**config.mk**
```make
export PLATFORM = sky130hd
export DESIGN_NAME = spiw_flash_reader
export DESIGN_NICKNAME = d
export VERILOG_FILES = /design/src/rtl/spiw_pkg.sv /design/src/rtl/spiw_countdown.sv /design/src/rtl/spiw_engine.sv /design/src/rtl/spiw_regs.sv /design/src/rtl/spiw_flash_reader.sv
export SDC_FILE = /design/constraint.sdc
export NUM_CORES = 1
export LEC_CHECK = 0
export CAP_MARGIN = 10
export CORE_ASPECT_RATIO = 1.25
export CORE_MARGIN = 2
export CORE_UTILIZATION = 60
export DETAILED_ROUTE_END_ITERATION = 8
export PLACE_DENSITY = 0.81
export RECOVER_POWER = 100
export SYNTH_ARGS = -nofsm -noshare
export SYNTH_HDL_FRONTEND = slang
export SYNTH_HIERARCHICAL = 1
export SYNTH_SLANG_ARGS = --single-unit
```
**constraint.sdc**
```tcl
create_clock -name clk -period 8.2 [get_ports clk]
set_input_delay 2.05 -clock clk [delete_from_list [all_inputs] [get_ports clk]]
set_output_delay 2.05 -clock clk [all_outputs]
set_load 0.005 [all_outputs]
```
**src/rtl/spiw_pkg.sv**
```systemverilog
`timescale 1ns/1ps
package spiw_pkg;
  localparam int TW      = 4;   // width of one timing count
  localparam int NOPC    = 8;   // number of opcode registers
  localparam int OPW     = 8;   // opcode width
  localparam int CSW     = $clog2(NOPC);

  // register word indices
  localparam logic [3:0] RIX_CTRL = 4'd0;
  localparam logic [3:0] RIX_ADDR = 4'd1;
  localparam logic [3:0] RIX_DATA = 4'd2;
  localparam logic [3:0] RIX_OPC0 = 4'd8;

  // control word bit positions
  localparam int B_GO    = 0;
  localparam int B_WAIT  = 1;
  localparam int L_SETUP = 4;
  localparam int L_HI    = 8;
  localparam int L_LO    = 12;
  localparam int L_HOLD  = 16;
  localparam int L_IDLE  = 20;
  localparam int L_CMD   = 24;

  typedef struct packed {
    logic [TW-1:0] setup;
    logic [TW-1:0] hi;
    logic [TW-1:0] lo;
    logic [TW-1:0] hold;
    logic [TW-1:0] idle;
  } timing_t;

  typedef enum logic [2:0] {
    PH_IDLE, PH_SETUP, PH_HIGH, PH_LOW, PH_HOLD, PH_GAP
  } phase_e;

  function automatic logic [OPW-1:0] opc_reset(input int idx);
    case (idx)
      0: return 8'h01;
      1: return 8'h03;
      2: return 8'h02;
      3: return 8'h06;
      4: return 8'h05;
      5: return 8'h9F;
      6: return 8'hD8;
      default: return 8'hC7;
    endcase
  endfunction
endpackage

```
**src/rtl/spiw_countdown.sv**
```systemverilog
`timescale 1ns/1ps
// Phase timer: a load of N (0 taken as 1) makes zero go high after N-1 further cycles.
module spiw_countdown #(
  parameter int W = 4
) (
  input  logic         clk,
  input  logic         rst_n,
  input  logic         load,
  input  logic [W-1:0] load_val,
  output logic         zero
);
  logic [W-1:0] cnt_q;

  always_ff @(posedge clk or negedge rst_n) begin
    if (!rst_n)
      cnt_q <= '0;
    else if (load)
      cnt_q <= (load_val == '0) ? '0 : load_val - 1'b1;
    else if (cnt_q != '0)
      cnt_q <= cnt_q - 1'b1;
  end

  assign zero = (cnt_q == '0);
endmodule

```
**src/rtl/spiw_engine.sv**
```systemverilog
`timescale 1ns/1ps
module spiw_engine
  import spiw_pkg::*;
#(
  parameter int AW = 24,
  parameter int DW = 32
) (
  input  logic           clk,
  input  logic           rst_n,
  input  logic           start,
  input  timing_t        tcfg,
  input  logic [OPW-1:0] opcode,
  input  logic [AW-1:0]  addr,
  input  logic           miso,
  output logic           sck,
  output logic           cs_n,
  output logic           mosi,
  output logic           idle,
  output logic           done,
  output logic [DW-1:0]  word
);
  localparam int HW    = OPW + AW;
  localparam int NBITS = HW + DW;
  localparam int BCW   = $clog2(NBITS + 1);

  phase_e         ph_q;
  logic [BCW-1:0] left_q;
  logic [HW-1:0]  tx_q;
  logic [DW-1:0]  rx_q;
  logic           sck_q, cs_q;
  logic           tmr_load, tmr_zero;
  logic [TW-1:0]  tmr_val;
  logic           last_bit;

  assign last_bit = (left_q == BCW'(1));

  spiw_countdown #(.W(TW)) u_tmr (
    .clk      (clk),
    .rst_n    (rst_n),
    .load     (tmr_load),
    .load_val (tmr_val),
    .zero     (tmr_zero)
  );

  always_comb begin
    tmr_load = 1'b0;
    tmr_val  = '0;
    case (ph_q)
      PH_IDLE:  if (start)    begin tmr_load = 1'b1; tmr_val = tcfg.setup; end
      PH_SETUP: if (tmr_zero) begin tmr_load = 1'b1; tmr_val = tcfg.hi;    end
      PH_HIGH:  if (tmr_zero) begin tmr_load = 1'b1; tmr_val = tcfg.lo;    end
      PH_LOW:   if (tmr_zero) begin
                  tmr_load = 1'b1;
                  tmr_val  = last_bit ? tcfg.hold : tcfg.hi;
                end
      PH_HOLD:  if (tmr_zero) begin tmr_load = 1'b1; tmr_val = tcfg.idle;  end
      default:  ;
    endcase
  end

  always_ff @(posedge clk or negedge rst_n) begin
    if (!rst_n) begin
      ph_q   <= PH_IDLE;
      left_q <= '0;
      tx_q   <= '0;
      rx_q   <= '0;
      sck_q  <= 1'b0;
      cs_q   <= 1'b1;
    end else begin
      case (ph_q)
        PH_IDLE: if (start) begin
          ph_q   <= PH_SETUP;
          cs_q   <= 1'b0;
          tx_q   <= {opcode, addr};
          left_q <= BCW'(NBITS);
        end
        PH_SETUP: if (tmr_zero) begin
          ph_q  <= PH_HIGH;
          sck_q <= 1'b1;
          rx_q  <= {rx_q[DW-2:0], miso};
        end
        PH_HIGH: if (tmr_zero) begin
          ph_q  <= PH_LOW;
          sck_q <= 1'b0;
          tx_q  <= {tx_q[HW-2:0], 1'b0};
        end
        PH_LOW: if (tmr_zero) begin
          if (last_bit) begin
            ph_q <= PH_HOLD;
          end else begin
            ph_q   <= PH_HIGH;
            left_q <= left_q - 1'b1;
            sck_q  <= 1'b1;
            rx_q   <= {rx_q[DW-2:0], miso};
          end
        end
        PH_HOLD: if (tmr_zero) begin
          ph_q <= PH_GAP;
          cs_q <= 1'b1;
        end
        PH_GAP: if (tmr_zero) ph_q <= PH_IDLE;
        default: ph_q <= PH_IDLE;
      endcase
    end
  end

  assign sck  = sck_q;
  assign cs_n = cs_q;
  assign mosi = tx_q[HW-1];
  assign idle = (ph_q == PH_IDLE);
  assign done = (ph_q == PH_HOLD) && tmr_zero;
  assign word = rx_q;
endmodule

```
**src/rtl/spiw_regs.sv**
```systemverilog
`timescale 1ns/1ps
module spiw_regs
  import spiw_pkg::*;
#(
  parameter int AW = 24,
  parameter int DW = 32
) (
  input  logic           clk,
  input  logic           rst_n,
  input  logic           reg_we,
  input  logic [3:0]     reg_addr,
  input  logic [31:0]    reg_wdata,
  output logic [31:0]    reg_rdata,
  input  logic           eng_idle,
  input  logic           eng_done,
  input  logic [DW-1:0]  eng_word,
  output logic           start_req,
  output logic           go,
  output timing_t        tcfg,
  output logic [OPW-1:0] opcode,
  output logic [AW-1:0]  addr
);
  logic           go_q, wait_q;
  timing_t        tm_q;
  logic [CSW-1:0] cmd_q;
  logic [AW-1:0]  addr_q;
  logic [DW-1:0]  data_q;
  logic [OPW-1:0] opc_q [NOPC];
  logic           ctrl_wr;

  assign ctrl_wr   = reg_we && (reg_addr == RIX_CTRL) && eng_idle;
  assign start_req = ctrl_wr && reg_wdata[B_GO] && reg_wdata[B_WAIT];

  always_ff @(posedge clk or negedge rst_n) begin
    if (!rst_n) begin
      go_q     <= 1'b0;
      wait_q   <= 1'b0;
      tm_q     <= '{setup: TW'(2), hi: TW'(2), lo: TW'(2), hold: TW'(2), idle: TW'(3)};
      cmd_q    <= CSW'(1);
      addr_q   <= '0;
      data_q   <= '0;
    end else begin
      if (ctrl_wr) begin
        go_q        <= start_req;
        wait_q      <= reg_wdata[B_WAIT];
        tm_q.setup  <= reg_wdata[L_SETUP +: TW];
        tm_q.hi     <= reg_wdata[L_HI    +: TW];
        tm_q.lo     <= reg_wdata[L_LO    +: TW];
        tm_q.hold   <= reg_wdata[L_HOLD  +: TW];
        tm_q.idle   <= reg_wdata[L_IDLE  +: TW];
        cmd_q       <= reg_wdata[L_CMD   +: CSW];
      end else if (eng_done) begin
        go_q <= 1'b0;
      end
      if (reg_we && reg_addr == RIX_ADDR)
        addr_q <= reg_wdata[AW-1:0];
      if (eng_done)
        data_q <= eng_word;
      else if (reg_we && reg_addr == RIX_DATA && eng_idle)
        data_q <= reg_wdata[DW-1:0];
    end
  end

  for (genvar i = 0; i < NOPC; i++) begin : g_opc
    always_ff @(posedge clk or negedge rst_n) begin
      if (!rst_n)
        opc_q[i] <= opc_reset(i);
      else if (reg_we && reg_addr == RIX_OPC0 + 4'(i))
        opc_q[i] <= reg_wdata[OPW-1:0];
    end
  end

  always_comb begin
    reg_rdata = '0;
    if (reg_addr == RIX_CTRL) begin
      reg_rdata[B_GO]            = go_q;
      reg_rdata[B_WAIT]          = wait_q;
      reg_rdata[L_SETUP +: TW]   = tm_q.setup;
      reg_rdata[L_HI    +: TW]   = tm_q.hi;
      reg_rdata[L_LO    +: TW]   = tm_q.lo;
      reg_rdata[L_HOLD  +: TW]   = tm_q.hold;
      reg_rdata[L_IDLE  +: TW]   = tm_q.idle;
      reg_rdata[L_CMD   +: CSW]  = cmd_q;
    end else if (reg_addr == RIX_ADDR) begin
      reg_rdata[AW-1:0] = addr_q;
    end else if (reg_addr == RIX_DATA) begin
      reg_rdata[DW-1:0] = data_q;
    end else if (reg_addr >= RIX_OPC0) begin
      reg_rdata[OPW-1:0] = opc_q[CSW'(reg_addr - RIX_OPC0)];
    end
  end

  assign go     = go_q;
  assign tcfg   = tm_q;
  assign opcode = opc_q[cmd_q];
  assign addr   = addr_q;
endmodule

```
**src/rtl/spiw_flash_reader.sv**
```systemverilog
`timescale 1ns/1ps
module spiw_flash_reader
  import spiw_pkg::*;
(
  input  logic        clk,
  input  logic        rst_n,
  input  logic        reg_we,
  input  logic [3:0]  reg_addr,
  input  logic [31:0] reg_wdata,
  output logic [31:0] reg_rdata,
  output logic        spi_sck,
  output logic        spi_cs_n,
  output logic        spi_mosi,
  input  logic        spi_miso
);
  localparam int AW = 24;
  localparam int DW = 32;

  logic           start_req, go, eng_idle, eng_done;
  logic [DW-1:0]  eng_word;
  timing_t        tcfg;
  logic [OPW-1:0] opcode;
  logic [AW-1:0]  fl_addr;

  spiw_regs #(.AW(AW), .DW(DW)) u_regs (
    .clk       (clk),
    .rst_n     (rst_n),
    .reg_we    (reg_we),
    .reg_addr  (reg_addr),
    .reg_wdata (reg_wdata),
    .reg_rdata (reg_rdata),
    .eng_idle  (eng_idle),
    .eng_done  (eng_done),
    .eng_word  (eng_word),
    .start_req (start_req),
    .go        (go),
    .tcfg      (tcfg),
    .opcode    (opcode),
    .addr      (fl_addr)
  );

  spiw_engine #(.AW(AW), .DW(DW)) u_eng (
    .clk    (clk),
    .rst_n  (rst_n),
    .start  (start_req),
    .tcfg   (tcfg),
    .opcode (opcode),
    .addr   (fl_addr),
    .miso   (spi_miso),
    .sck    (spi_sck),
    .cs_n   (spi_cs_n),
    .mosi   (spi_mosi),
    .idle   (eng_idle),
    .done   (eng_done),
    .word   (eng_word)
  );
endmodule

```
After elaboration in Yosys (flattened, before gate mapping)
Cells that the tools add are included.
W data, S select, Z words.

word-level totals
  word-level logic and storage cells = 151
  bits of input ports = 40
  output and inout bits = 35
  register bits after elaboration = 225

cells by class
  magnitude comparators = 3
  muxes and demuxes = 58
  equality and inequality tests = 23
  add/subtract/negate cells = 4
  reductions and logical operators = 36
  bitwise gates (word level) = 2

operators with widths
  cell                   count
  $mux W32               7
  $pmux W32 S2           2
  $mux W8                7
  $bmux W8 S3            2
  $mux W24               2
  $mux W4                9
  $eq A4 B4 Y1 const B   8
  $mux W23               1
  $mux W3                7
  $mux W7                3
  $pmux W4 S5            1
  $pmux W3 S6            1
  $logic_and A1 B1 Y1    16
  $pmux W7 S2            1
  $reduce_bool A2 Y1     7
  $ge A4 B4 Y1 const B   3
  $logic_not A4 Y1       3
  $ne A2 B1 Y1 const B   5
  $mux W1                9
  $not A3 Y4             2
  $reduce_and A4 Y1      2
  $sub A4 B1 Y4 const B  2
  $eq A7 B1 Y1 const B   1
  $sub A7 B1 Y7 const B  1
  18 further kinds       24

Depth between registers and ports, before layout
Gate-level depths: netlist of run 1.

  depth in word-level cells = 10
  depth in mapped cells = 13
  gate-level depth less buffers = 11

By module
The synthesis of run 1 kept the hierarchy.

by module, submodules not included
  module          seq. area each (µm²)  cells an instance  times used  area an instance (µm²)
  spiw_regs       3,666.0               598                1           7,567.3
  spiw_engine     1,903.1               303                1           3,658.5
  spiw_countdown  100.1                 29                 1           281.5

Least setup slack after synthesis of run 1
OpenSTA, ideal clock, no wires.

  path kind = input -> output
  start point = input reg_addr[0]
  end point = output reg_rdata[1]
  data required time = 6,150 ps
  path buffers = 3
  data arrival time = 3,234 ps
  slack = 2,916 ps
  stages = 7
  cells stage by stage = buf_2 > buf_2 > clkbuf_1 > a211oi_1 > a211oi_1 > o21ai_0 > nand3_1

on the way
  word-level cells in the longest chain between the ends = 9
  elaborated cells between the ends (all ways) = 13
  classes of those cells = add/sub: 1; order compare: 1; eq/ne: 2; mux: 7; bitwise: 1; reduce/logical: 1

RTL lines
  item                                        line                     RTL
  start, declared                             spiw_flash_reader.sv:8   input logic [3:0] reg_addr,
  $sub A3 B1 Y3                               spiw_regs.sv:89          reg_rdata[OPW-1:0] = opc_q[CSW'(reg_addr - RIX_OPC0)];
  $not A3 Y4 (not written as such)            spiw_regs.sv:89
  $bmux W8 S3                                 spiw_regs.sv:89
  $mux W8 (not written as such) (2 in a row)  spiw_regs.sv:89
  $mux W8                                     spiw_regs.sv:88          end else if (reg_addr >= RIX_OPC0) begin
  $mux W8                                     spiw_regs.sv:86          end else if (reg_addr == RIX_DATA) begin
  $mux W24                                    spiw_regs.sv:84          end else if (reg_addr == RIX_ADDR) begin
  $mux W2 *                                   spiw_regs.sv:75          if (reg_addr == RIX_CTRL) begin
  end, declared                               spiw_flash_reader.sv:10  output logic [31:0] reg_rdata,

Mark *: on every way between the ends. The rest lies on a longest branch, timed or not. The select of a mux whose other input is x is not followed.

Worst setup path after layout of run 1
  start point = input reg_addr[0]
  end point = output reg_rdata[3]

Same word-level chain as after synthesis.

==> results of run 1 <==
[cell type report]
cell class	instances	area [sq um]
clock inverter	15	203
tap	232	290
clock buffer	29	669
timing repair buffer	86	802
antenna	1	2.50
sequential	225	5670
inverter	9	33.8
fill	1384	5880
multi-input combinational	626	5230
[registers in the layout (all words and copies together) (netlist names)]
name	flops
u_eng/left_q	7
u_eng/tx_q	32
u_eng/ph_q	3
u_eng/word	32
u_regs/tcfg	20
u_eng/u_tmr/cnt_q	4
u_regs/cmd_q	3
u_regs/data_q	32
u_regs/go	1
u_eng/sck	1
u_eng/cs_n	1
u_regs/opc_q	64
u_regs/wait_q	1
u_regs/addr	24
[worst reg2reg max path: stages (launching register included)]
cell and delay [ns]:
sky130_fd_sc_hd__dfrtp_1 0.40, sky130_fd_sc_hd__inv_1 0.07, sky130_fd_sc_hd__ha_1 0.19, sky130_fd_sc_hd__nor3b_1 1.33, sky130_fd_sc_hd__nand2_1 0.39, sky130_fd_sc_hd__nor3b_4 0.25
sky130_fd_sc_hd__clkbuf_1 1.55, sky130_fd_sc_hd__a221o_1 0.47, sky130_fd_sc_hd__nor4b_1 0.32, sky130_fd_sc_hd__a21oi_1 0.10, sky130_fd_sc_hd__a21oi_1 0.15
[cell usage after synthesis, types with 9 or more instances]
cell type / instances
sky130_fd_sc_hd__nor2_1: 58
sky130_fd_sc_hd__o21ai_0: 44
sky130_fd_sc_hd__o21ai_1: 30
sky130_fd_sc_hd__dfstp_2: 31
sky130_fd_sc_hd__clkbuf_1: 38
sky130_fd_sc_hd__dfrtp_1: 194
sky130_fd_sc_hd__buf_2: 18
sky130_fd_sc_hd__mux2_2: 108
sky130_fd_sc_hd__a21oi_1: 29
sky130_fd_sc_hd__mux4_2: 29
sky130_fd_sc_hd__nand2_1: 82
sky130_fd_sc_hd__nor3_1: 11
sky130_fd_sc_hd__inv_1: 9
sky130_fd_sc_hd__mux2i_1: 97
sky130_fd_sc_hd__mux2_4: 46
[stage by stage]
stage / instances / setup WS (ns) / hold WS (ns)
global route: 1223 / 0.714 / 0.508
detailed placement: 1178 / 1.49 / 0.470
floorplan: 930 / 2.92 / 0.450
global placement: 1178 / 1.59 / 0.463
finish: 1223 / 0.837 / 0.485
CTS: 1222 / 1.45 / 0.485
[final timing paths]
| path | start | end | cells past startpoint |
|---|---|---|---|
| max | reg_addr[0] | reg_rdata[3] | 6 |
| max reg2reg | u_eng/u_tmr/cnt_q[0]$_DFFE_PN0P_ | u_eng/u_tmr/cnt_q[2]$_DFFE_PN0P_ | 10 |
| min reg2reg | u_eng/tx_q[9]$_DFFE_PN0P_ | u_eng/tx_q[9]$_DFFE_PN0P_ | 2 |
| max in group asynchronous | rst_n | u_regs/opc_q[38]$_DFFE_PN0P_ | 2 |
| min | u_eng/tx_q[9]$_DFFE_PN0P_ | u_eng/tx_q[9]$_DFFE_PN0P_ | 2 |
| min in group asynchronous | rst_n | u_eng/tx_q[18]$_DFFE_PN0P_ | 1 |
[kinds of logic after synthesis]
kind of cell	Yosys count	synth area share, %
XOR/XNOR	3	0.228
flip-flops	225	49.3
AND/OR/NAND/NOR	202	8.69
adder cells (fa/ha/maj)	3	0.326
multiplexers	280	30.7
AO/OA/AOI/OAI	138	6.99
buffers and inverters	79	3.82
[layout by cell type, fill, tap and decap left out, types with 3 or more instances in the layout]
master / Yosys / layout
sky130_fd_sc_hd__a221o_1: 5 / 5
sky130_fd_sc_hd__a211oi_1: 3 / 3
sky130_fd_sc_hd__nand3_1: 7 / 7
sky130_fd_sc_hd__nand2_1: 82 / 82
sky130_fd_sc_hd__or3_1: 3 / 3
sky130_fd_sc_hd__a21oi_1: 29 / 28
sky130_fd_sc_hd__nor2_1: 58 / 58
sky130_fd_sc_hd__dfstp_2: 31 / 31
sky130_fd_sc_hd__o21ai_0: 44 / 72
sky130_fd_sc_hd__xnor2_1: 3 / 3
sky130_fd_sc_hd__or2_2: 3 / 3
sky130_fd_sc_hd__clkdlybuf4s50_1: 0 / 35
sky130_fd_sc_hd__clkinv_2: 0 / 4
sky130_fd_sc_hd__inv_1: 9 / 9
sky130_fd_sc_hd__dfrtp_1: 194 / 194
sky130_fd_sc_hd__mux2i_1: 97 / 97
sky130_fd_sc_hd__ha_1: 3 / 3
sky130_fd_sc_hd__clkbuf_1: 38 / 5
sky130_fd_sc_hd__buf_4: 3 / 7
sky130_fd_sc_hd__dlygate4sd3_1: 0 / 36
sky130_fd_sc_hd__mux2_2: 108 / 105
sky130_fd_sc_hd__and3_1: 7 / 6
sky130_fd_sc_hd__nor2b_1: 5 / 5
sky130_fd_sc_hd__clkbuf_16: 0 / 24
sky130_fd_sc_hd__clkbuf_8: 0 / 5
sky130_fd_sc_hd__clkinvlp_4: 0 / 5
sky130_fd_sc_hd__mux2_1: 0 / 45
sky130_fd_sc_hd__nand2b_1: 3 / 3
sky130_fd_sc_hd__nor3_1: 11 / 12
sky130_fd_sc_hd__bufinv_16: 0 / 4
sky130_fd_sc_hd__a22oi_1: 8 / 8
sky130_fd_sc_hd__mux2_4: 46 / 4
sky130_fd_sc_hd__mux4_2: 29 / 29
[layer usage]
layer  vias to the layer above  part of all wire [%]  track usage, %
li1                       3436                     -               -
met1                      3959                    41            36.1
met2                       250                    52            46.8
met3                        61                   4.8            3.50
met4                         0                   2.9            8.84
met5                         -                     0               0
[power groups by stage]
stage	sequential, uW	clock, uW	combinational [uW]
2_1_floorplan	1570	0	776
3_3_place_gp	1680	0	902
3_5_place_dp	1690	0	935
4_1_cts	1680	1180	945
5_1_grt	1710	1230	986
6_report	1680	1160	893
==> metrics.md, run 1 <==
| Metric | Value |
|---|---|
| Core Footprint | 18800 sq um |
| Die Outline Area | 20300 sq um |
| Overall fraction of global-route tracks in use | 27.3% |
| Starting density of the core | 61.3% |
| Final clock period utilization by the worst path | 89.8% |
| Io pins | 75 |
| Skew-Pair Late Insertion Delay | 0.53 ns |
| Switching share of power | 30.0% |
| Final Core Density | 68.7% |
| Post-cts resize count | 0 |
| Actual transition at the worst max-transition pin | 4.87 ns |
| Count of clock tree sinks | 225 |
| Post-DRT Antenna Nets | 0 |
| Post-route minimum period | 7.36 ns |
| P per Cell Area | 289 nW/um^2 |
| Net switching power | 1120 uW |
| Crit path required time | 6.15 ns |
| Number of hold-slack violations in the final timing report | 0 |
| Number of DRC markers in iteration 0 | 553 |
| Post-route clock skew | 0.0217 ns |
| Post-Synthesis Mean Instance Area | 12.4 sq um |
| Overall overflow remaining after global route | 0 |
| Clock input transition at the sequential cells of the worst setup and hold paths | 0.06 ns |
| Floorplan die width | 128 um |
| Fraction of power consumed by the clock network | 31.2% |
| CTS Buf Count | 24 |
| Die outline height | 159 um |
| Sequential cell fraction of total power | 44.9% |
| Biggest area consumer among synthesized cells | sky130_fd_sc_hd__dfrtp_1 |
| Sort of element at the end of the critical path | output port |
| Layout cells sized above 1 | 23.8% |
| Number of buffers inserted for hold repair after clock tree synthesis | 0 |
| Part of the power in combinational logic | 23.9% |
| Worst min-delay path class | reg -> reg |
| Unrepaired setup endpoints after global routing | no |
| Max-Cap Viols | 5 |
| # rows | 56 |
| Element type at the critical path start | input port |
| Yosys top cell area share | 42.2% |
| Final max-slew violation count | 197 |
| Cells traversed along the worst timing path | buf_2 > nor2b_1 > clkbuf_1 > a221oi_1 > o31ai_1 > dlygate4sd3_1 |
| Status | finished with violations |
| Sum of buffers and inverters on the critical path | 3 |
| Wire length of the first global-routing pass | 43900 um |
| Htree depth | 1 |
| Post-synth top flop | sky130_fd_sc_hd__dfrtp_1 |
| Worst IR Drop VDD | 0.204 mV |
| Remaining DRCs | 0 |
| Classification of the worst setup path | in -> out |
| Number of flops mapped to enable cells by yosys | 0 |
| Remaining max-slew budget at the tightest pin | -225% |
| Maximum number of pins on one net before global-route repair | 108 |
| Master of the slowest instance on the critical path | sky130_fd_sc_hd__clkbuf_1 |
| Leakage | 0.00546 uW |
| Detail Placement HPWL | 17900 um |
| CP peak stage delay | 0.71 ns |
| Max Root-Sink Buffers | 3 |
| Number of warnings issued by yosys | 6 |
| Setup violators final | 0 |
| Dpl cell area | 12200 sq um |
| Routed length per placed instance | 22.2 um |
| Top cell family by delay on the critical path | buffers and inverters |
| Register area share after synthesis | 49.3% |
| Register-to-register setup slack | 2.93 ns |
| Syn-to-layout area delta | 12.1% |
| Antenna violations before repair | 1 |
| Vias/cell | 6.30 |
| Arrival time of data at the critical path endpoint | 5.31 ns |
| Cell Area, Synth | 11500 sq um |
| TritonRoute pass-1 iters | 5 |
| Internal Dissipation | 2610 uW |
| Highest attainable clock frequency | 136 MHz |
| Distinct cell type count after synthesis | 62 |
| Buffers on Ports | 74 |
| Violated checks | max-capacitance violations, max-slew violations |
| Count of mapped cells out of synthesis | 930 |
| Clock root buffer | sky130_fd_sc_hd__clkbuf_16 |
| Number of buffers inserted by post-CTS setup repair | 0 |
| Final instance area | 12900 sq um |
| Setup TNS | 0 ns |
| Power consumption | 3730 uW |
| DR vias | 7706 |
| Number of global-route vias before repair | 8014 |
| Net count after synthesis | 973 |
| Top post-synthesis cells by area | sky130_fd_sc_hd__dfrtp_1 (42%), sky130_fd_sc_hd__mux2_2 (11%), sky130_fd_sc_hd__mux2i_1 (8.4%), sky130_fd_sc_hd__dfstp_2 (7.1%), sky130_fd_sc_hd__mux2_4 (6.0%) |
| TritonCTS clock tree | done |
| Synthesis-stage register bit count | 225 |
| Maximum fanout encountered on the critical timing path | 45 |
| RD Place Congestion | 0.894 |
| Detailed Route WL | 27200 um |
| Final layout net count | 1015 |
| Fraction of registers with async set/reset | 100% |
No activity file was read; power rests on OpenSTA's default activity.
==> run 2, diff against run 1 <==
Settings changed: CTS_CLUSTER_DIAMETER from default to 40.
Clock period 8.2 ns to 9.2 ns, I/O delays scaled along.
==> metrics.md, run 2 (synthesis gave the netlist of run 1 again) <==
| Metric | Value |
|---|---|
| Fin worst setup slack | 1.02 ns (was 0.837 ns) |
| Floorplan die width | 128 um (unchanged) |
| Io pins | 75 (unchanged) |
| # rows | 56 (unchanged) |
| Most frequent cells in the layout | sky130_fd_sc_hd__dfrtp_1 (194), sky130_fd_sc_hd__mux2_2 (108), sky130_fd_sc_hd__mux2i_1 (97) (was sky130_fd_sc_hd__dfrtp_1 (194), sky130_fd_sc_hd__mux2_2 (105), sky130_fd_sc_hd__mux2i_1 (97)) |
| Clock input transition at the sequential cells of the worst setup and hold paths | 0.06 ns (about the same) |
| CP peak stage delay | 1.40 ns (was 0.71 ns) |
| Die outline height | 159 um (unchanged) |
| Layout cells sized above 1 | 24.0% (was 23.8%) |
| TritonRoute pass-1 iters | 5 (unchanged) |
| CTS Buf Count | 27 (was 24) |
| Number of buffers inserted by post-CTS setup repair | 0 (unchanged) |
| Setup TNS | 0 ns (unchanged) |
| Sort of element at the end of the critical path | output port (unchanged) |
| Register-to-register setup slack | 4.07 ns (was 2.93 ns) |
| TritonCTS clock tree | done (unchanged) |
| Die Outline Area | 20300 sq um (unchanged) |
| DR vias | 7694 (was 7706) |
| Pre-CTS setup slack | 1.78 ns (was 1.49 ns) |
| Actual transition at the worst max-transition pin | 5.16 ns (was 4.87 ns) |
| Number of DRC markers in iteration 0 | 591 (was 553) |
| Post-route minimum period | 8.18 ns |
| Register-to-Register Path Depth | 10 (unchanged) |
| Worst min-delay path class | reg -> reg (unchanged) |
| Element type at the critical path start | input port (unchanged) |
| Syn-to-layout area delta | 12.8% (was 12.1%) |
| Detail Placement HPWL | 17400 um (was 17900 um) |
| Area of all sequential standard cells | 5670 sq um (unchanged) |
| Leakage | 0.00550 uW (was 0.00546 uW) |
| Part of the power in combinational logic | 23.1% (was 23.9%) |
| Post-cts resize count | 0 (unchanged) |
| Largest register by flop count | u_regs/opc_q (unchanged) |
| CP startpoint | reg_addr[1] (was reg_addr[0]) |
| Unrepaired setup endpoints after global routing | no (unchanged) |
| Antenna violations before repair | 1 (unchanged) |
| Final Core Density | 69.1% (was 68.7%) |
| Final max-slew violation count | 292 (was 197) |
| Clock root buffer | sky130_fd_sc_hd__clkbuf_16 (unchanged) |
| Cells traversed along the worst timing path | clkbuf_1 > buf_4 > nand2b_1 > o221ai_1 > a221o_1 > a31oi_1 > dlygate4sd3_1 (was buf_2 > nor2b_1 > clkbuf_1 > a221oi_1 > o31ai_1 > dlygate4sd3_1) |
| Fraction of power consumed by the clock network | 33.6% (was 31.2%) |
| Max-Cap Viols | 8 (was 5) |
| Overall fraction of global-route tracks in use | 27.4% (was 27.3%) |
| Remaining max-slew budget at the tightest pin | -244% (was -225%) |
| Final layout net count | 1017 (was 1015) |
| Maximum fanout encountered on the critical timing path | 28 (was 45) |
| Count of clock tree sinks | 225 (unchanged) |
| Sequential cell fraction of total power | 43.4% (was 44.9%) |
| Buffers on Ports | 74 (unchanged) |
| Number of global-route vias before repair | 7917 (was 8014) |
| Starting density of the core | 61.3% (unchanged) |
| RD Place Congestion | 0.857 (was 0.894) |
| Core Footprint | 18800 sq um (unchanged) |
| Htree depth | 1 (unchanged) |
| Remaining DRCs | 0 (unchanged) |
| Wire length of the first global-routing pass | 43600 um (was 43900 um) |
| Net switching power | 1020 uW (was 1120 uW) |
| Maximum number of pins on one net before global-route repair | 102 (was 108) |
| Multi-input logic area | 5220 sq um (was 5230 sq um) |
| Classification of the worst setup path | in -> out (unchanged) |
| Internal Dissipation | 2420 uW (was 2610 uW) |
| Routed length per placed instance | 21.9 um (was 22.2 um) |
| Skew-Pair Late Insertion Delay | 0.54 ns (was 0.53 ns) |
| Switching share of power | 29.6% (was 30.0%) |
| Number of hold-slack violations in the final timing report | 0 (unchanged) |
| Violated checks | max-capacitance violations, max-slew violations (unchanged) |
| Overall overflow remaining after global route | 0 (unchanged) |
| Post-route clock skew | 0.0258 ns (was 0.0217 ns) |
| Setup violators final | 0 (unchanged) |
| Vias/cell | 6.27 (was 6.30) |
| Crit path required time | 6.90 ns (was 6.15 ns) |
| Startpoint of the worst register-to-register path | u_eng/u_tmr/cnt_q[0]$_DFFE_PN0P_ (unchanged) |
| Filler cell count | 1380 (was 1384) |
| Detailed Route WL | 26900 um (was 27200 um) |
| Critical path endpoint | reg_rdata[2] (was reg_rdata[3]) |
| Master of the slowest instance on the critical path | sky130_fd_sc_hd__clkbuf_1 (unchanged) |
| Final clock period utilization by the worst path | 88.9% |
| Status | finished with violations (unchanged) |
| Post-DRT Antenna Nets | 0 (unchanged) |
| Highest attainable clock frequency | 122 MHz |
| Critical register-to-register path endpoint | u_eng/u_tmr/cnt_q[2]$_DFFE_PN0P_ (unchanged) |
| Max Root-Sink Buffers | 3 (unchanged) |
| P per Cell Area | 265 nW/um^2 (was 289 nW/um^2) |
| Flip-flop count of the largest register, all copies and words added | 64 (unchanged) |
| Worst IR Drop VDD | 0.170 mV (was 0.204 mV) |
| Number of buffers inserted for hold repair after clock tree synthesis | 0 (unchanged) |
| Smallest hold slack | 0.478 ns (was 0.485 ns) |
| Arrival time of data at the critical path endpoint | 5.88 ns (was 5.31 ns) |
| Leading cell type in the layout, fill and taps excluded | sky130_fd_sc_hd__dfrtp_1 (unchanged) |
## run 2: final cells by class
| cell class | count | area share (%) |
|---|---|---|
| Sequential cell | 225 | 43.7 |
| Multi-Input combinational cell | 626 | 40.2 |
| Timing Repair Buffer | 85 | 6.07 |
| Clock buffer | 32 | 5.43 |
| Tap cell | 232 | 2.24 |
| Clock inverter | 18 | 2.10 |
| Inverter | 9 | 0.260 |
| Antenna cell | 1 | 0.0193 |
## run 2: power groups by stage
stage | clock network [uW] | logic (uW) | registers (uW)
6_report | 1150 | 792 | 1490
5_1_grt | 1220 | 872 | 1520
4_1_cts | 1170 | 843 | 1490
3_5_place_dp | 0 | 835 | 1500
3_3_place_gp | 0 | 809 | 1490
2_1_floorplan | 0 | 691 | 1400
## run 2: critical path: cells and delay by family
family	cells	cell delay, ns
and+or+nand+nor	1	0.20
buffers and inverters	3	2.64
AOI/OAI and AO/OA	3	0.73
## run 2: per-layer routing
metal / vias to the layer above / share of wire [%] / global-route usage, %
li1: 3457 / - / -
met1: 3966 / 41 / 36.3
met2: 224 / 52 / 46.5
met3: 47 / 4.7 / 3.84
met4: 0 / 2.1 / 8.64
met5: - / 0 / 0
## run 2: per-stage QoR
stage	std cells	instance area, sq um	total power [uW]
4_1_cts	1227	13200	3500
3_3_place_gp	1177	12200	2300
3_5_place_dp	1177	12200	2340
5_1_grt	1228	13000	3610
6_report	1228	13000	3440
2_1_floorplan	930	11500	2090
## run 2: worst min-delay path by stage
stage | from | end | slack [ns] | depth (start not counted)
2_1_floorplan | u_eng/tx_q[10]$_DFFE_PN0P_ | u_eng/tx_q[10]$_DFFE_PN0P_ | 0.45 | 2
3_3_place_gp | u_eng/tx_q[7]$_DFFE_PN0P_ | u_eng/tx_q[7]$_DFFE_PN0P_ | 0.46 | 2
3_5_place_dp | u_eng/tx_q[4]$_DFFE_PN0P_ | u_eng/tx_q[4]$_DFFE_PN0P_ | 0.47 | 2
4_1_cts | u_eng/tx_q[4]$_DFFE_PN0P_ | u_eng/tx_q[4]$_DFFE_PN0P_ | 0.48 | 2
5_1_grt | u_eng/tx_q[8]$_DFFE_PN0P_ | u_eng/tx_q[8]$_DFFE_PN0P_ | 0.50 | 2
6_report | u_eng/tx_q[8]$_DFFE_PN0P_ | u_eng/tx_q[8]$_DFFE_PN0P_ | 0.48 | 2
==> run 3, diff against run 2 <==
Settings changed: SLEW_MARGIN from default to 15.
==> metrics.md, run 3 (synthesis gave the netlist of run 1 again) <==
| Metric | Value |
|---|---|
| Flip-flop count of the largest register, all copies and words added | 64 (unchanged) |
| Highest attainable clock frequency | 130 MHz (was 122 MHz) |
| Starting density of the core | 61.3% (unchanged) |
| Number of hold-slack violations in the final timing report | 0 (unchanged) |
| Final clock period utilization by the worst path | 83.9% (was 88.9%) |
| Number of DRC markers in iteration 0 | 541 (was 591) |
| Unrepaired setup endpoints after global routing | no (unchanged) |
| Overall fraction of global-route tracks in use | 27.4% (unchanged) |
| Leading cell type in the layout, fill and taps excluded | sky130_fd_sc_hd__dfrtp_1 (unchanged) |
| Leakage | 0.00550 uW (about the same) |
| Number of buffers inserted by post-CTS setup repair | 0 (unchanged) |
| Clock input transition at the sequential cells of the worst setup and hold paths | 0.06 ns (about the same) |
| Die Outline Area | 20300 sq um (unchanged) |
| Post-cts resize count | 0 (unchanged) |
| Post-route minimum period | 7.72 ns (was 8.18 ns) |
| TritonCTS clock tree | done (unchanged) |
| Element type at the critical path start | input port (unchanged) |
| Core Footprint | 18800 sq um (unchanged) |
| Largest register by flop count | u_regs/opc_q (unchanged) |
| Maximum fanout encountered on the critical timing path | 55 (was 28) |
| Status | finished with violations (unchanged) |
| Layout cells sized above 1 | 24.2% (was 24.0%) |
| CTS Buf Count | 27 (unchanged) |
| Register-to-register setup slack | 3.71 ns (was 4.07 ns) |
| Number of global-route vias before repair | 7917 (unchanged) |
| Final max-slew violation count | 237 (was 292) |
| Io pins | 75 (unchanged) |
| Routed wire length on met2 | 14000 um (about the same) |
| Vias/cell | 6.29 (was 6.27) |
| Setup TNS | 0 ns (unchanged) |
| TritonRoute pass-1 iters | 6 (was 5) |
| Critical register-to-register path endpoint | u_eng/tx_q[0]$_DFFE_PN0P_ (was u_eng/u_tmr/cnt_q[2]$_DFFE_PN0P_) |
| Antenna violations before repair | 1 (unchanged) |
| Filler cell count | 1383 (was 1380) |
| Most frequent cells in the layout | sky130_fd_sc_hd__dfrtp_1 (194), sky130_fd_sc_hd__mux2_2 (108), sky130_fd_sc_hd__mux2i_1 (97) (unchanged) |
| RD Place Congestion | 0.857 (unchanged) |
| Detailed Route WL | 27000 um (was 26900 um) |
| Detail Placement HPWL | 17400 um (unchanged) |
| Met1 WL | 11100 um (about the same) |
| Arrival time of data at the critical path endpoint | 8.12 ns (was 5.88 ns) |
| Final layout net count | 1017 (unchanged) |
| Remaining DRCs | 0 (unchanged) |
| Number of buffers inserted for hold repair after clock tree synthesis | 0 (unchanged) |
| Remaining max-slew budget at the tightest pin | -245% (was -244%) |
| Critical path endpoint | u_eng/tx_q[0]$_DFFE_PN0P_ (was reg_rdata[2]) |
| Routed length per placed instance | 22.0 um (was 21.9 um) |
| Buffers on Ports | 74 (unchanged) |
| Post-DRT Antenna Nets | 0 (unchanged) |
| Highest routing layer actually used | met4 (unchanged) |
| Worst min-delay path class | reg -> reg (unchanged) |
| Die outline height | 159 um (unchanged) |
| DR vias | 7730 (was 7694) |
| Smallest hold slack | 0.478 ns (about the same) |
| Count of clock tree sinks | 225 (unchanged) |
| Max-Cap Viols | 6 (was 8) |
| Skew-Pair Late Insertion Delay | 0.54 ns (about the same) |
| Clock root buffer | sky130_fd_sc_hd__clkbuf_16 (unchanged) |
| Crit path required time | 9.60 ns (was 6.90 ns) |
| Setup violators final | 0 (unchanged) |
| Startpoint of the worst register-to-register path | u_eng/ph_q[2]$_DFFE_PN0P_ (was u_eng/u_tmr/cnt_q[0]$_DFFE_PN0P_) |
| DR WL met3 | 1300 um (was 1250 um) |
| Maximum number of pins on one net before global-route repair | 102 (unchanged) |
| Floorplan die width | 128 um (unchanged) |
| Post-route clock skew | 0.0253 ns (was 0.0258 ns) |
| Start point of the worst min-delay path | u_eng/tx_q[8]$_DFFE_PN0P_ (unchanged) |
| Syn-to-layout area delta | 12.7% (was 12.8%) |
| Final instance area | 13000 sq um (about the same) |
| Classification of the worst setup path | in -> reg (was in -> out) |
| Htree depth | 1 (unchanged) |
| Dpl cell area | 12200 sq um (unchanged) |
| Overall overflow remaining after global route | 0 (unchanged) |
| P per Cell Area | 265 nW/um^2 (about the same) |
| Wire length of the first global-routing pass | 43600 um (unchanged) |
| Max Root-Sink Buffers | 3 (unchanged) |
| Sort of element at the end of the critical path | flop (was output port) |
| Register-to-Register Path Depth | 9 (was 10) |
| Worst IR Drop VDD | 0.169 mV (was 0.170 mV) |
| Actual transition at the worst max-transition pin | 5.17 ns (was 5.16 ns) |
| Violated checks | max-capacitance violations, max-slew violations (unchanged) |
| # rows | 56 (unchanged) |
| CP startpoint | reg_addr[2] (was reg_addr[1]) |
-- run 3: layout make-up --
class | instances | area, sq um | share of cell area, %
clock buffers | 32 | 704 | 5.43
well taps | 232 | 290 | 2.24
diodes | 1 | 2.50 | 0.0193
clock inverters | 18 | 273 | 2.10
inverters | 9 | 33.8 | 0.261
repair buffers | 85 | 787 | 6.07
flip-flops and latches | 225 | 5670 | 43.7
multi-input cells | 626 | 5210 | 40.2
-- run 3: power breakdown --
part | internal, uW | switching, uW
clock | 723 | 432
combinational | 430 | 363
sequential | 1260 | 226
total | 2420 | 1020
-- run 3: metal layers --
| layer | vias up | global-route usage (%) |
|---|---|---|
| met4 | 0 | 8.64 |
| met2 | 269 | 46.5 |
| met3 | 49 | 3.84 |
| met5 | - | 0 |
| li1 | 3451 | - |
| met1 | 3961 | 36.3 |
-- run 3: worst max-delay path, cell delays in order --
cell,delay [ns]
sky130_fd_sc_hd__dlygate4sd3_1,0.87
sky130_fd_sc_hd__or2_2,0.69
sky130_fd_sc_hd__nor4_1,0.36
sky130_fd_sc_hd__clkbuf_1,1.32
sky130_fd_sc_hd__and3_1,0.47
sky130_fd_sc_hd__nor4b_4,0.59
sky130_fd_sc_hd__a21oi_1,0.29
sky130_fd_sc_hd__clkbuf_2,0.72
sky130_fd_sc_hd__a32o_1,0.45
-- run 3: per-stage QoR --
step | util (%) | total power [uW] | std cells | setup WS (ns)
global placement | 65.2 | 2300 | 1177 | 1.87
floorplan | - | 2090 | 930 | 3.42
finish | 69.1 | 3440 | 1228 | 1.48
global route | 69.1 | 3610 | 1228 | 0.987
detailed placement | 65.2 | 2340 | 1177 | 1.78
CTS | 70.4 | 3500 | 1227 | 1.75
-- run 3: worst min path at each step --
stage | endpoint | cells past startpoint
after floorplan | u_eng/tx_q[10]$_DFFE_PN0P_ | 2
after global placement | u_eng/tx_q[7]$_DFFE_PN0P_ | 2
after detailed placement | u_eng/tx_q[4]$_DFFE_PN0P_ | 2
after CTS | u_eng/tx_q[4]$_DFFE_PN0P_ | 2
after global routing | u_eng/tx_q[8]$_DFFE_PN0P_ | 2
final | u_eng/tx_q[8]$_DFFE_PN0P_ | 2
